[config.mk]
export PLATFORM = sky130hd
export DESIGN_NAME = pt_walker
export DESIGN_NICKNAME = d
export VERILOG_FILES = /design/src/rtl/pw_pkg.sv /design/src/rtl/pw_entry_check.sv /design/src/rtl/pw_addr_sel.sv /design/src/rtl/pw_ctrl.sv /design/src/rtl/pt_walker.sv
export SDC_FILE = /design/constraint.sdc
export NUM_CORES = 1
export LEC_CHECK = 0
export ABC_AREA = 1
export BUFFER_PORTS_ARGS = -buffer_cell sky130_fd_sc_hd__buf_4
export CAP_MARGIN = 5
export CORE_MARGIN = 2
export CORE_UTILIZATION = 51
export DETAILED_ROUTE_END_ITERATION = 16
export PLACE_DENSITY = 0.88
export SKIP_LAST_GASP = 1
export SYNTH_ARGS = -nofsm -noshare
export SYNTH_HDL_FRONTEND = slang
export SYNTH_SLANG_ARGS = --single-unit
[constraint.sdc]
create_clock -name clk -period 2.3 [get_ports clk]
set_clock_uncertainty 0.1 [all_clocks]
set_input_delay 0.575 -clock clk [delete_from_list [all_inputs] [get_ports clk]]
set_output_delay 0.575 -clock clk [all_outputs]
set_load 0.02 [all_outputs]
[src/rtl/pw_pkg.sv]
package pw_pkg;

  typedef enum logic [1:0] {
    RSP_OK       = 2'd0,
    RSP_DIR_MISS = 2'd1,
    RSP_TBL_MISS = 2'd2,
    RSP_PROT     = 2'd3
  } rsp_code_e;

  typedef enum logic [1:0] {
    ST_IDLE = 2'd0,
    ST_DIR  = 2'd1,
    ST_TBL  = 2'd2,
    ST_RESP = 2'd3
  } walk_state_e;

  typedef struct packed {
    logic wr;
    logic usr;
  } access_t;

  localparam int unsigned FLAG_PRESENT = 0;
  localparam int unsigned FLAG_WRITE   = 1;
  localparam int unsigned FLAG_USER    = 2;
  localparam int unsigned FLAG_W       = 3;

endpackage

[src/rtl/pw_entry_check.sv]
// Judges one fetched entry against the access being made.
module pw_entry_check
  import pw_pkg::*;
(
  input  logic [FLAG_W-1:0] flags,
  input  access_t           acc,
  output logic              present,
  output logic              allowed
);

  always_comb begin
    present = flags[FLAG_PRESENT];
    allowed = (!acc.wr  || flags[FLAG_WRITE]) &&
              (!acc.usr || flags[FLAG_USER]);
  end

endmodule

[src/rtl/pw_addr_sel.sv]
// Forms the word address of the entry for the current level.
module pw_addr_sel #(
  parameter int unsigned FRAME_W = 20,
  parameter int unsigned IDX_W   = 10
) (
  input  logic                     sel_tbl,
  input  logic [FRAME_W-1:0]       base_frame,
  input  logic [FRAME_W-1:0]       dir_frame,
  input  logic [IDX_W-1:0]         dir_idx,
  input  logic [IDX_W-1:0]         tbl_idx,
  output logic [FRAME_W+IDX_W-1:0] word_addr
);

  always_comb begin
    if (sel_tbl) word_addr = {dir_frame, tbl_idx};
    else         word_addr = {base_frame, dir_idx};
  end

endmodule

[src/rtl/pw_ctrl.sv]
// Walk sequencer: accepts a request, issues the two reads, classifies.
module pw_ctrl
  import pw_pkg::*;
#(
  parameter int unsigned FRAME_W = 20,
  parameter int unsigned IDX_W   = 10,
  parameter int unsigned OFF_W   = 12,
  localparam int unsigned VA_W   = 2*IDX_W + OFF_W,
  localparam int unsigned PA_W   = FRAME_W + OFF_W
) (
  input  logic               clk,
  input  logic               rst_n,
  input  logic               req_valid,
  output logic               req_ready,
  input  logic [VA_W-1:0]    req_vaddr,
  input  access_t            req_acc,
  input  logic [FRAME_W-1:0] base_in,
  input  logic               mem_ack,
  input  logic [FRAME_W-1:0] mem_frame,
  input  logic               ent_present,
  input  logic               ent_allowed,
  output logic               mem_req,
  output logic               sel_tbl,
  output logic [VA_W-1:0]    va_q,
  output access_t            acc_q,
  output logic [FRAME_W-1:0] base_q,
  output logic [FRAME_W-1:0] dir_frame_q,
  output logic               rsp_valid,
  input  logic               rsp_ready,
  output rsp_code_e          rsp_code,
  output logic [PA_W-1:0]    rsp_paddr,
  output logic               busy
);

  walk_state_e state;

  always_ff @(posedge clk or negedge rst_n) begin
    if (!rst_n) begin
      state       <= ST_IDLE;
      va_q        <= '0;
      acc_q       <= '0;
      base_q      <= '0;
      dir_frame_q <= '0;
      rsp_code    <= RSP_OK;
      rsp_paddr   <= '0;
    end else begin
      case (state)
        ST_IDLE: begin
          if (req_valid) begin
            va_q   <= req_vaddr;
            acc_q  <= req_acc;
            base_q <= base_in;
            state  <= ST_DIR;
          end
        end
        ST_DIR: begin
          if (mem_ack) begin
            if (!ent_present) begin
              rsp_code  <= RSP_DIR_MISS;
              rsp_paddr <= '0;
              state     <= ST_RESP;
            end else if (!ent_allowed) begin
              rsp_code  <= RSP_PROT;
              rsp_paddr <= '0;
              state     <= ST_RESP;
            end else begin
              dir_frame_q <= mem_frame;
              state       <= ST_TBL;
            end
          end
        end
        ST_TBL: begin
          if (mem_ack) begin
            state <= ST_RESP;
            if (!ent_present) begin
              rsp_code  <= RSP_TBL_MISS;
              rsp_paddr <= '0;
            end else if (!ent_allowed) begin
              rsp_code  <= RSP_PROT;
              rsp_paddr <= '0;
            end else begin
              rsp_code  <= RSP_OK;
              rsp_paddr <= {mem_frame, va_q[OFF_W-1:0]};
            end
          end
        end
        default: begin
          if (rsp_ready) state <= ST_IDLE;
        end
      endcase
    end
  end

  always_comb begin
    req_ready = (state == ST_IDLE);
    busy      = (state != ST_IDLE);
    mem_req   = (state == ST_DIR) || (state == ST_TBL);
    sel_tbl   = (state == ST_TBL);
    rsp_valid = (state == ST_RESP);
  end

endmodule

[src/rtl/pt_walker.sv]
module pt_walker
  import pw_pkg::*;
#(
  parameter int unsigned FRAME_W  = 20,
  parameter int unsigned IDX_W    = 10,
  parameter int unsigned OFF_W    = 12,
  localparam int unsigned VA_W    = 2*IDX_W + OFF_W,
  localparam int unsigned PA_W    = FRAME_W + OFF_W,
  localparam int unsigned ENTRY_W = FRAME_W + OFF_W,
  localparam int unsigned WORD_AW = FRAME_W + IDX_W
) (
  input  logic               clk,
  input  logic               rst_n,
  input  logic [FRAME_W-1:0] tbl_base,
  input  logic               req_valid,
  output logic               req_ready,
  input  logic [VA_W-1:0]    req_vaddr,
  input  logic               req_write,
  input  logic               req_user,
  output logic               rsp_valid,
  input  logic               rsp_ready,
  output logic [1:0]         rsp_code,
  output logic [PA_W-1:0]    rsp_paddr,
  output logic               busy,
  output logic               mem_req,
  output logic [WORD_AW-1:0] mem_addr,
  input  logic               mem_ack,
  input  logic [ENTRY_W-1:0] mem_rdata
);

  access_t            req_acc, acc_q;
  logic               ent_present, ent_allowed, sel_tbl;
  logic [VA_W-1:0]    va_q;
  logic [FRAME_W-1:0] base_q, dir_frame_q;
  rsp_code_e          code_q;
  logic               unused_bits;

  assign req_acc     = '{wr: req_write, usr: req_user};
  assign rsp_code    = code_q;
  assign unused_bits = ^mem_rdata[OFF_W-1:FLAG_W];

  pw_entry_check u_check (
    .flags   (mem_rdata[FLAG_W-1:0]),
    .acc     (acc_q),
    .present (ent_present),
    .allowed (ent_allowed)
  );

  pw_addr_sel #(.FRAME_W(FRAME_W), .IDX_W(IDX_W)) u_addr (
    .sel_tbl    (sel_tbl),
    .base_frame (base_q),
    .dir_frame  (dir_frame_q),
    .dir_idx    (va_q[VA_W-1 -: IDX_W]),
    .tbl_idx    (va_q[OFF_W +: IDX_W]),
    .word_addr  (mem_addr)
  );

  pw_ctrl #(.FRAME_W(FRAME_W), .IDX_W(IDX_W), .OFF_W(OFF_W)) u_ctrl (
    .clk         (clk),
    .rst_n       (rst_n),
    .req_valid   (req_valid),
    .req_ready   (req_ready),
    .req_vaddr   (req_vaddr),
    .req_acc     (req_acc),
    .base_in     (tbl_base),
    .mem_ack     (mem_ack),
    .mem_frame   (mem_rdata[ENTRY_W-1 -: FRAME_W]),
    .ent_present (ent_present),
    .ent_allowed (ent_allowed),
    .mem_req     (mem_req),
    .sel_tbl     (sel_tbl),
    .va_q        (va_q),
    .acc_q       (acc_q),
    .base_q      (base_q),
    .dir_frame_q (dir_frame_q),
    .rsp_valid   (rsp_valid),
    .rsp_ready   (rsp_ready),
    .rsp_code    (code_q),
    .rsp_paddr   (rsp_paddr),
    .busy        (busy)
  );

endmodule

== Word level (Yosys, flattened, before mapping) ==
Index checks and enable logic that the tools add are counted.
Storage, ports and cells
  register bits after elaboration: 110
  input bits: 91
Cells by class
  reductions and logical operators: 14
  multiplexer cells: 22
  eq/ne operators: 7
Operators with widths (number)
  2-to-1 mux 32 bit: 6
  case mux 32 bit (2 select lines): 1
  2-to-1 mux 30 bit: 1
  2-to-1 mux 2 bit: 11
  AND reduction 4 bit: 3
  != test 2 bit, second input constant: 3
  case mux 2 bit (3 select lines): 1
  == test 2 bit, second input constant: 2
  case mux 2 bit (2 select lines): 1
  nonzero test 2 bit: 2
  nonzero test 4 bit: 1
  logical OR 1 bit: 3
  != test 3 bit, second input constant: 1
  == test 2 x 1 -> 1 bit, second input constant: 1
  logical NOT 1 bit: 2
  logical NOT 2 bit: 1
  AND reduction 2 bit: 1
  logical AND 1 bit: 1
  2-to-1 mux 1 bit: 1

== Depth between registers and ports, before layout ==
Gate-level depths: netlist of the first run.
  depth after elaboration: 7
  gate-level depth with buffers: 9

== Modules after synthesis ==
From an unflattened synthesis of the first run, not the netlist that was laid out.
Unflattened totals
  cell total of the unflattened synthesis: 551
  area, all modules: 4971.0 µm²
By module, submodules not included
  pw_ctrl: area each 4569.4 µm², cells each 447, seq. area each 2752.6 µm², instances 1
  pw_addr_sel: area each 371.6 µm², cells each 97, seq. area each 0.0 µm², instances 1
  pw_entry_check: area each 30.0 µm², cells each 7, seq. area each 0.0 µm², instances 1

== Least setup slack after synthesis of the first run ==
Ideal clock, no wire load.
  path kind: reg2out
  start: register u_ctrl.state[0]
  end: output port mem_addr[0]
  cell stages (with the launch flop): 7
  path buffers: 2
  arrival: 1366 ps
  setup slack: 259 ps
  data required time: 1625 ps
  cells stage by stage: dfrtp_1 > inv_1 > ha_1 > buf_2 > clkbuf_1 > nand2_1 > nand2_1
On the way
  word-level cells in the longest chain between the ends: 2
RTL lines
  from (decl): line pw_ctrl.sv:35  | walk_state_e state;
  from (signal assigned): line pw_ctrl.sv:39  | state <= ST_IDLE;
  from (signal assigned): line pw_ctrl.sv:53  | state <= ST_DIR;
  from (signal assigned): line pw_ctrl.sv:61  | state <= ST_RESP;
  == test 2 bit: line pw_ctrl.sv:98  | sel_tbl = (state == ST_TBL);
  2-to-1 mux 30 bit: line pw_addr_sel.sv:15  | if (sel_tbl) word_addr = {dir_frame, tbl_idx};
  to (decl): line pt_walker.sv:26  | output logic [WORD_AW-1:0] mem_addr,
No other way between the ends.

== Final worst setup path of the first run ==
  start: register u_ctrl.state[1]
  end: output port mem_addr[10]
The elaborated chain is that of the path after synthesis.

==> flow_summary.ini, run 1 <==
[run_status]
status = complete, no violations

[worst_setup_path]
arrival_ns = 1.57
slowest_stage = dfrtp_2
startpoint_type = flop
crit_chain = ha_4, buf_12, o21ai_0, buf_4
cp_max_fo = 19
cp_data_required_time_ns = 1.62
cp_top_family = flip-flops
path_buf_inv = 2
worstSetupPathType = flop to output port
critPathCaptureType = output port
max_stage_delay_ns = 0.46

[route]
wl_met1_mm = 5.077
wl_met3_um = 668
wl_per_cell_um = 14.06
drt-pass1-iter-count = 4
ant_nets = 0
wl_met2_mm = 5.731
finalWirelength_mm = 11.65
drc = 0
via_per_inst = 4.829
top_layer = met4
drt_iter0_drc = 170
via_count = 3998

[clock_network]
cts.sinks = 110
cts_root_buf = clkbuf_8
cts_hold_buf = 0
numCtsBuffers = 9
cts_tree = yes
clock_path_buffers = 2
clock_latency_ns = 0.34
clk_transition_reported_paths_ns = 0.10
h-tree-depth = 3

[place]
dpl.cell_count = 811
place.gp.congestion = 0.8947
portBuffers = 149
dpl_worst_slack_ns = 0.2307
hpwl_mm = 8.534

[synth]
synth_nets = 643
synth-seq-cells = 110
yosys.area.top_type = dfrtp_1
synth.area.top_cells = dfrtp_1 56%, nand2_1 17%, mux2_2 8.9%, nor2_1 3.8%, inv_1 3.3%
synth_top_area_share_pct = 55.71
netlist_instances = 547
avgSynthCellArea_um2 = 9.033
yosysWarnings = 0
synth_seq_area_share_pct = 55.71
syn_area_um2 = 4941
synth_cell_types = 21

[finish]
antenna-diode-count = 0
layoutNonFillerInstCount = 828
nets = 792
area_growth_pct = 30.41
nFillCells = 732
layout-drive-gt1-share_pct = 33.48

[flow_run]
max-cap-violations = 0

[global_routing]
grt.total_usage_pct = 23.17
gr-total-overflow = 0
antenna_found_initial = 0
grt_max_degree = 70
grt_pass1_vias = 4060
grt_pass1_wl_mm = 19.13

[floorplanning]
core.rowCount = 35
die_h_um = 102.4
start_util_pct = 52.97
die-area_um2 = 10490
die_w_um = 102.4
ios = 159
core_um2 = 9328

[worst_hold_path]
hold_path_class = input port to async pin

[sta]
min_period_ns = 2.243
tightest_slew_ns = 0.5514
post-route-period-util_pct = 97.50
hold_ws_ns = 0.1041
relSlewSlack_pct = 63.24
max_freq_mhz = 445.9
drv_slew = 0
worst_slack_ns = 0.05739
rsz0062_at_grt = yes
setup_viol = 0
final-hold-violation-count = 0

[power]
pwr_density_cell_nw_per_um2 = 1452
ir_drop_uv = 710.0
p_leak_nw = 3.573
metrics by stage:
stage | total power, mW | TNS (ns) | utilization [%] | instance area [µm²]
2_1_floorplan | 6.393 | 0 | - | 4941
3_3_place_gp | 7.929 | 0 | 66.18 | 6173
3_5_place_dp | 8.120 | 0 | 66.18 | 6173
4_1_cts | 9.322 | 0 | 68.53 | 6392
5_1_grt | 10.05 | -0.0004188 | 69.08 | 6444
6_report | 9.357 | 0 | 69.08 | 6444
layout make-up:
cell class / count / area (µm²) / share of cell area, %
inverter: 45 / 176.4 / 2.738
tap: 129 / 161.4 / 2.505
timing repair buffer: 164 / 1331 / 20.66
clock inverter: 3 / 46.29 / 0.7184
sequential: 110 / 2755 / 42.76
multi-input combinational: 366 / 1832 / 28.43
clock buffer: 11 / 141.4 / 2.194
routing by layer:
layer  track usage (%)  vias to the layer above
met5                 0                        -
met4             7.385                        0
met1             31.84                     1873
met3             3.762                       19
met2             37.96                      134
li1                  -                     1972
worst register-to-register path, stage by stage, from the launching register on:
cell,delay (ns)
dfrtp_2,0.43
buf_4,0.14
buf_4,0.13
ha_1,0.24
o21bai_2,0.14
nand2_1,0.12
nor2_4,0.28
buf_12,0.21
nand2_1,0.08
nand2_1,0.07
cells in the mapped netlist:
cell type  instances
nand2_1          222
buf_4              3
nand2_2            4
clkbuf_1           5
inv_2              2
dfrtp_1          110
nand2_4            1
buf_6             11
o21bai_2           1
nor2_4             2
nand3_1            2
a21oi_1           15
buf_2              7
ha_1               5
inv_1             43
o21ai_0            4
o21ai_1           16
nor2_1            50
mux2_2            39
nand4_1            1
o21ai_2            4
registers in the layout, summed over array words and instances, names as in the netlist:
signal and count:
u_ctrl.base_q 20, u_ctrl.acc_q 2, u_ctrl.dir_frame_q 20, u_ctrl.rsp_paddr 32, u_ctrl.state 2, u_ctrl.va_q 32
u_ctrl.rsp_code 2
where the power goes:
part           leakage, nW  internal [mW]  total [mW]  switching [mW]
combinational         2.12           2.09        4.93            2.84
sequential            1.36           2.82        3.30           0.477
clock               0.0915          0.525        1.13           0.601
total                 3.57           5.44        9.36            3.92
kinds of logic (layout without fill, tap and decap cells):
family	after synthesis	after routing	share of synthesized area, %
AND/OR/NAND/NOR	282	282	22.18
flip-flops	110	110	55.71
buffers and inverters	71	223	7.470
AO/OA/AOI/OAI	40	40	4.482
multiplexers	39	39	8.888
adder cells (fa/ha/maj)	5	5	1.266
worst paths after layout:
check / start / endpoint / slack, ns / depth (start not counted)
max: u_ctrl.state[1] / mem_addr[10] / 0.06 / 4
max reg2reg: u_ctrl.state[0] / u_ctrl.rsp_paddr[23] / 0.29 / 9
min in group clk: tbl_base[16] / u_ctrl.base_q[16] / 0.35 / 2
max in group asynchronous: rst_n / u_ctrl.va_q[7] / 1.44 / 2
min: rst_n / u_ctrl.rsp_paddr[21] / 0.10 / 1
min reg2reg: u_ctrl.rsp_paddr[31] / u_ctrl.rsp_paddr[31] / 0.39 / 2
timing repair:
| item | in CTS | in global routing |
|---|---|---|
| buffers inserted | 0 | 2 |
| gates resized for setup | 9 | 5 |
| cloned | 0 | 1 |
| endpoints found under the setup margin | 30 | 21 |
cell usage in the layout, fill, tap and decap left out:
cell	instances
inv_2	1
clkinvlp_4	1
bufinv_16	1
inv_1	42
buf_4	156
o21ai_2	4
nand3_1	2
buf_8	1
dfrtp_2	2
ha_4	1
inv_6	1
nor2_4	2
mux2_2	39
nand2_2	4
a21oi_1	15
inv_4	1
clkinv_4	1
nand2_4	1
o21ai_1	17
nand2_1	222
o21bai_2	1
clkbuf_8	10
dfrtp_1	108
nor2_1	50
clkbuf_16	1
clkbuf_1	1
ha_1	4
buf_12	6
nand4_1	1
o21ai_0	3
No activity file was read; power rests on OpenSTA's default activity.
==> inputs of run 2 (changes only) <==
--- a/config.mk
+++ b/config.mk
@@ -15,4 +15,5 @@
 export SKIP_LAST_GASP = 1
 export SYNTH_ARGS = -nofsm -noshare
 export SYNTH_HDL_FRONTEND = slang
+export SYNTH_HIERARCHICAL = 1
 export SYNTH_SLANG_ARGS = --single-unit
==> run 2 against run 1 <==
- design area grew 4.5%
- routed wire length increased by 6.0%
- critical path type unchanged
- largest power group unchanged
- critical path depth rose by 2
- first-iteration DRC count shrank 2.9%
- flip-flop and latch count stayed put
- sequential share of layout area fell by 1.9 points
- setup slack lost 0.019 ns
- combinational power grew 15%
==> flow_summary.ini, run 2 <==
[run_status]
status = complete, no violations

[power]
p_leak_nw = 3.726
p_clk_share_pct = 11.8
p_switching_mw = 4.211
intPower_mw = 6.018
pwr_density_cell_nw_per_um2 = 1520
switching_share_pct = 41.17
power_mw = 10.23
power_frac_comb_pct = 55.6
ir_drop_uv = 783.7
seq_power_share_pct = 32.6

[synth]
yosysMostFrequentCell = nand2_1
netlist_instances = 551
synth_adder_area_share_pct = 1.510
syn_area_um2 = 4971
avgSynthCellArea_um2 = 9.022
synthXorXnorAreaFrac_pct = 0
synth.area.top_cells = dfrtp_1 55%, nand2_1 16%, mux2_2 6.1%, nor2_1 5.1%, mux2_4 4.5%
synth_nets = 648
yosys.area_share.simple_pct = 22.02
synth_top_area_share_pct = 55.37
synth_top_family_by_area = simple AND/OR/NAND/NOR gates
async_flop_share_pct = 100.0
synth_cell_types = 21
yosysWarnings = 6
synth_compound_area_share_pct = 3.624
synth_seq_area_share_pct = 55.37
synth-seq-cells = 110
synth_edf_count = 0
synthTopCellsByCount = 208 x nand2_1, 110 x dfrtp_1, 68 x nor2_1, 44 x inv_1, 33 x a21oi_1
synthMuxAreaShare_pct = 10.65
synth_ff_type = dfrtp_1
yosys.area.top_type = dfrtp_1

[route]
via_per_inst = 4.859
via_count = 4096
wl_per_cell_um = 14.64
finalWirelength_mm = 12.34
drt_iter0_drc = 165
drc = 0
ant_nets = 0
drt-pass1-iter-count = 4

[global_routing]
grt_pass1_wl_mm = 18.33
antenna_found_initial = 0
gr-total-overflow = 0
grt.total_usage_pct = 22.61
grt_max_degree = 45
grt_pass1_vias = 3928

[worst_setup_path]
worstSetupPathType = flop to output port
cp_max_fo = 7
arrival_ns = 1.59
cp_data_required_time_ns = 1.62
critPathCaptureType = output port
startpoint_type = flop

[floorplanning]
ios = 159
die_w_um = 102.7
core_um2 = 9594
core.rowCount = 36
die-area_um2 = 10550
die_h_um = 102.7
start_util_pct = 51.81

[sta]
rsz0062_at_grt = yes
setup_viol = 0
max_freq_mhz = 442.2
fin_setup_tns_ns = 0
post-route-period-util_pct = 98.32
final-hold-violation-count = 0
tightest_slew_ns = 0.5012
relSlewSlack_pct = 66.58
worst_slack_ns = 0.03874
drv_slew = 0
min_period_ns = 2.261

[clock_network]
cts_root_buf = clkbuf_8
clk_transition_reported_paths_ns = 0.10
cts.sinks = 110
clock_path_buffers = 2
clock_latency_ns = 0.35
cts_tree = yes
numCtsBuffers = 9
h-tree-depth = 3

[place]
place.gp.congestion = 0.8226
dpl_worst_slack_ns = 0.06790
portBuffers = 149
dpl.cell_count = 820
hpwl_mm = 8.611

[finish]
area_growth_pct = 35.41
layout_common_cells = 182 x nand2_1, 140 x buf_4, 110 x dfrtp_1
final_common_cell = nand2_1
top_regs = u_ctrl/rsp_paddr: 32 flops, u_ctrl/va_q: 32 flops
antenna-diode-count = 0
layout-drive-gt1-share_pct = 36.62
nFillCells = 732
nets = 803
layoutNonFillerInstCount = 843

[flow_run]
max-cap-violations = 0

[worst_hold_path]
hold_path_class = input port to async pin
==> run 2: changes by cell type in the layout (fill, tap and decap cells not counted), sizes merged, moves of 2 or more <==
cell / before / now
mux2: 39 / 42
nand2: 227 / 209
clkinv: 1 / 3
buf: 163 / 169
a21oi: 15 / 33
nand3: 2 / 5
nor2: 52 / 70
o21ai: 24 / 3
==> run 2: path summary, 6_finish.rpt <==
check                      slack, ns              endpoint           startpoint  cells past startpoint
setup reg to reg                0.15  u_ctrl/rsp_paddr[12]      u_ctrl/state[0]                      8
max in group asynchronous       1.40  u_ctrl/rsp_paddr[25]                rst_n                      2
hold / removal                  0.07      u_ctrl/base_q[5]                rst_n                      1
min in group clk                0.34      u_ctrl/base_q[4]          tbl_base[4]                      2
setup / recovery                0.04          mem_addr[29]      u_ctrl/state[0]                      6
hold reg to reg                 0.38   u_ctrl/rsp_paddr[2]  u_ctrl/rsp_paddr[2]                      2
==> run 2: worst max-delay path: stages, from the launching register on <==
cell and delay (ns):
dfrtp_1 0.41, inv_2 0.10, ha_4 0.27, clkbuf_16 0.21, nand2_2 0.06, nand2_2 0.06
buf_6 0.11
==> run 2: layer usage <==
metal  wire length (µm)  vias to the layer above  part of all wire, %  track usage [%]
li1                   -                     1991                    -                -
met3                615                       18                  5.0            4.136
met1               5218                     1952                   42            29.22
met5                  0                        -                    0                0
met2               6290                      135                   51            38.61
met4                217                        0                  1.8            7.590
==> run 2: logic make-up (layout without fill, tap and decap cells) <==
| kind of cell | Yosys count | in the layout |
|---|---|---|
| simple gates | 285 | 285 |
| fa+ha+maj | 6 | 6 |
| buf+inv | 72 | 231 |
| compound gates | 36 | 36 |
| flops | 110 | 110 |
| mux | 42 | 42 |
==> run 2: power by group through the flow <==
stage	Clock, mW	Combinational [mW]	Sequential, mW
2_1_floorplan	0	2.97	3.49
3_3_place_gp	0	4.85	3.28
3_5_place_dp	0	5.00	3.34
4_1_cts	1.24	5.09	3.30
5_1_grt	1.32	6.15	3.43
6_report	1.21	5.69	3.33
==> run 2: timing repair <==
item                       in CTS  in global routing
gates cloned                    0                  3
pin swaps                       0                 20
setup endpoints to repair      30                 18
hold buffers                    0                  0
setup buffers                   1                  4
gates resized for setup         8                 51
==> run 2: area by class of cell <==
cell class	instances	area, µm²	share of cell area [%]
Timing Repair Buffer	171	1471	21.86
Sequential cell	110	2753	40.89
Multi-Input combinational cell	369	1962	29.14
Clock inverter	5	75.07	1.115
Tap cell	133	166.4	2.472
Clock buffer	10	127.6	1.896
Inverter	45	176.4	2.621
==> run 2: metrics by stage <==
| step | hold slack, ns | util (%) | cell area (µm²) |
|---|---|---|---|
| 2_1_floorplan | 0.1794 | - | 4971 |
| 3_3_place_gp | 0.3582 | 65.05 | 6241 |
| 3_5_place_dp | 0.3601 | 65.05 | 6241 |
| 4_1_cts | 0.07569 | 67.55 | 6481 |
| 5_1_grt | 0.08372 | 70.16 | 6731 |
| 6_report | 0.06738 | 70.16 | 6731 |
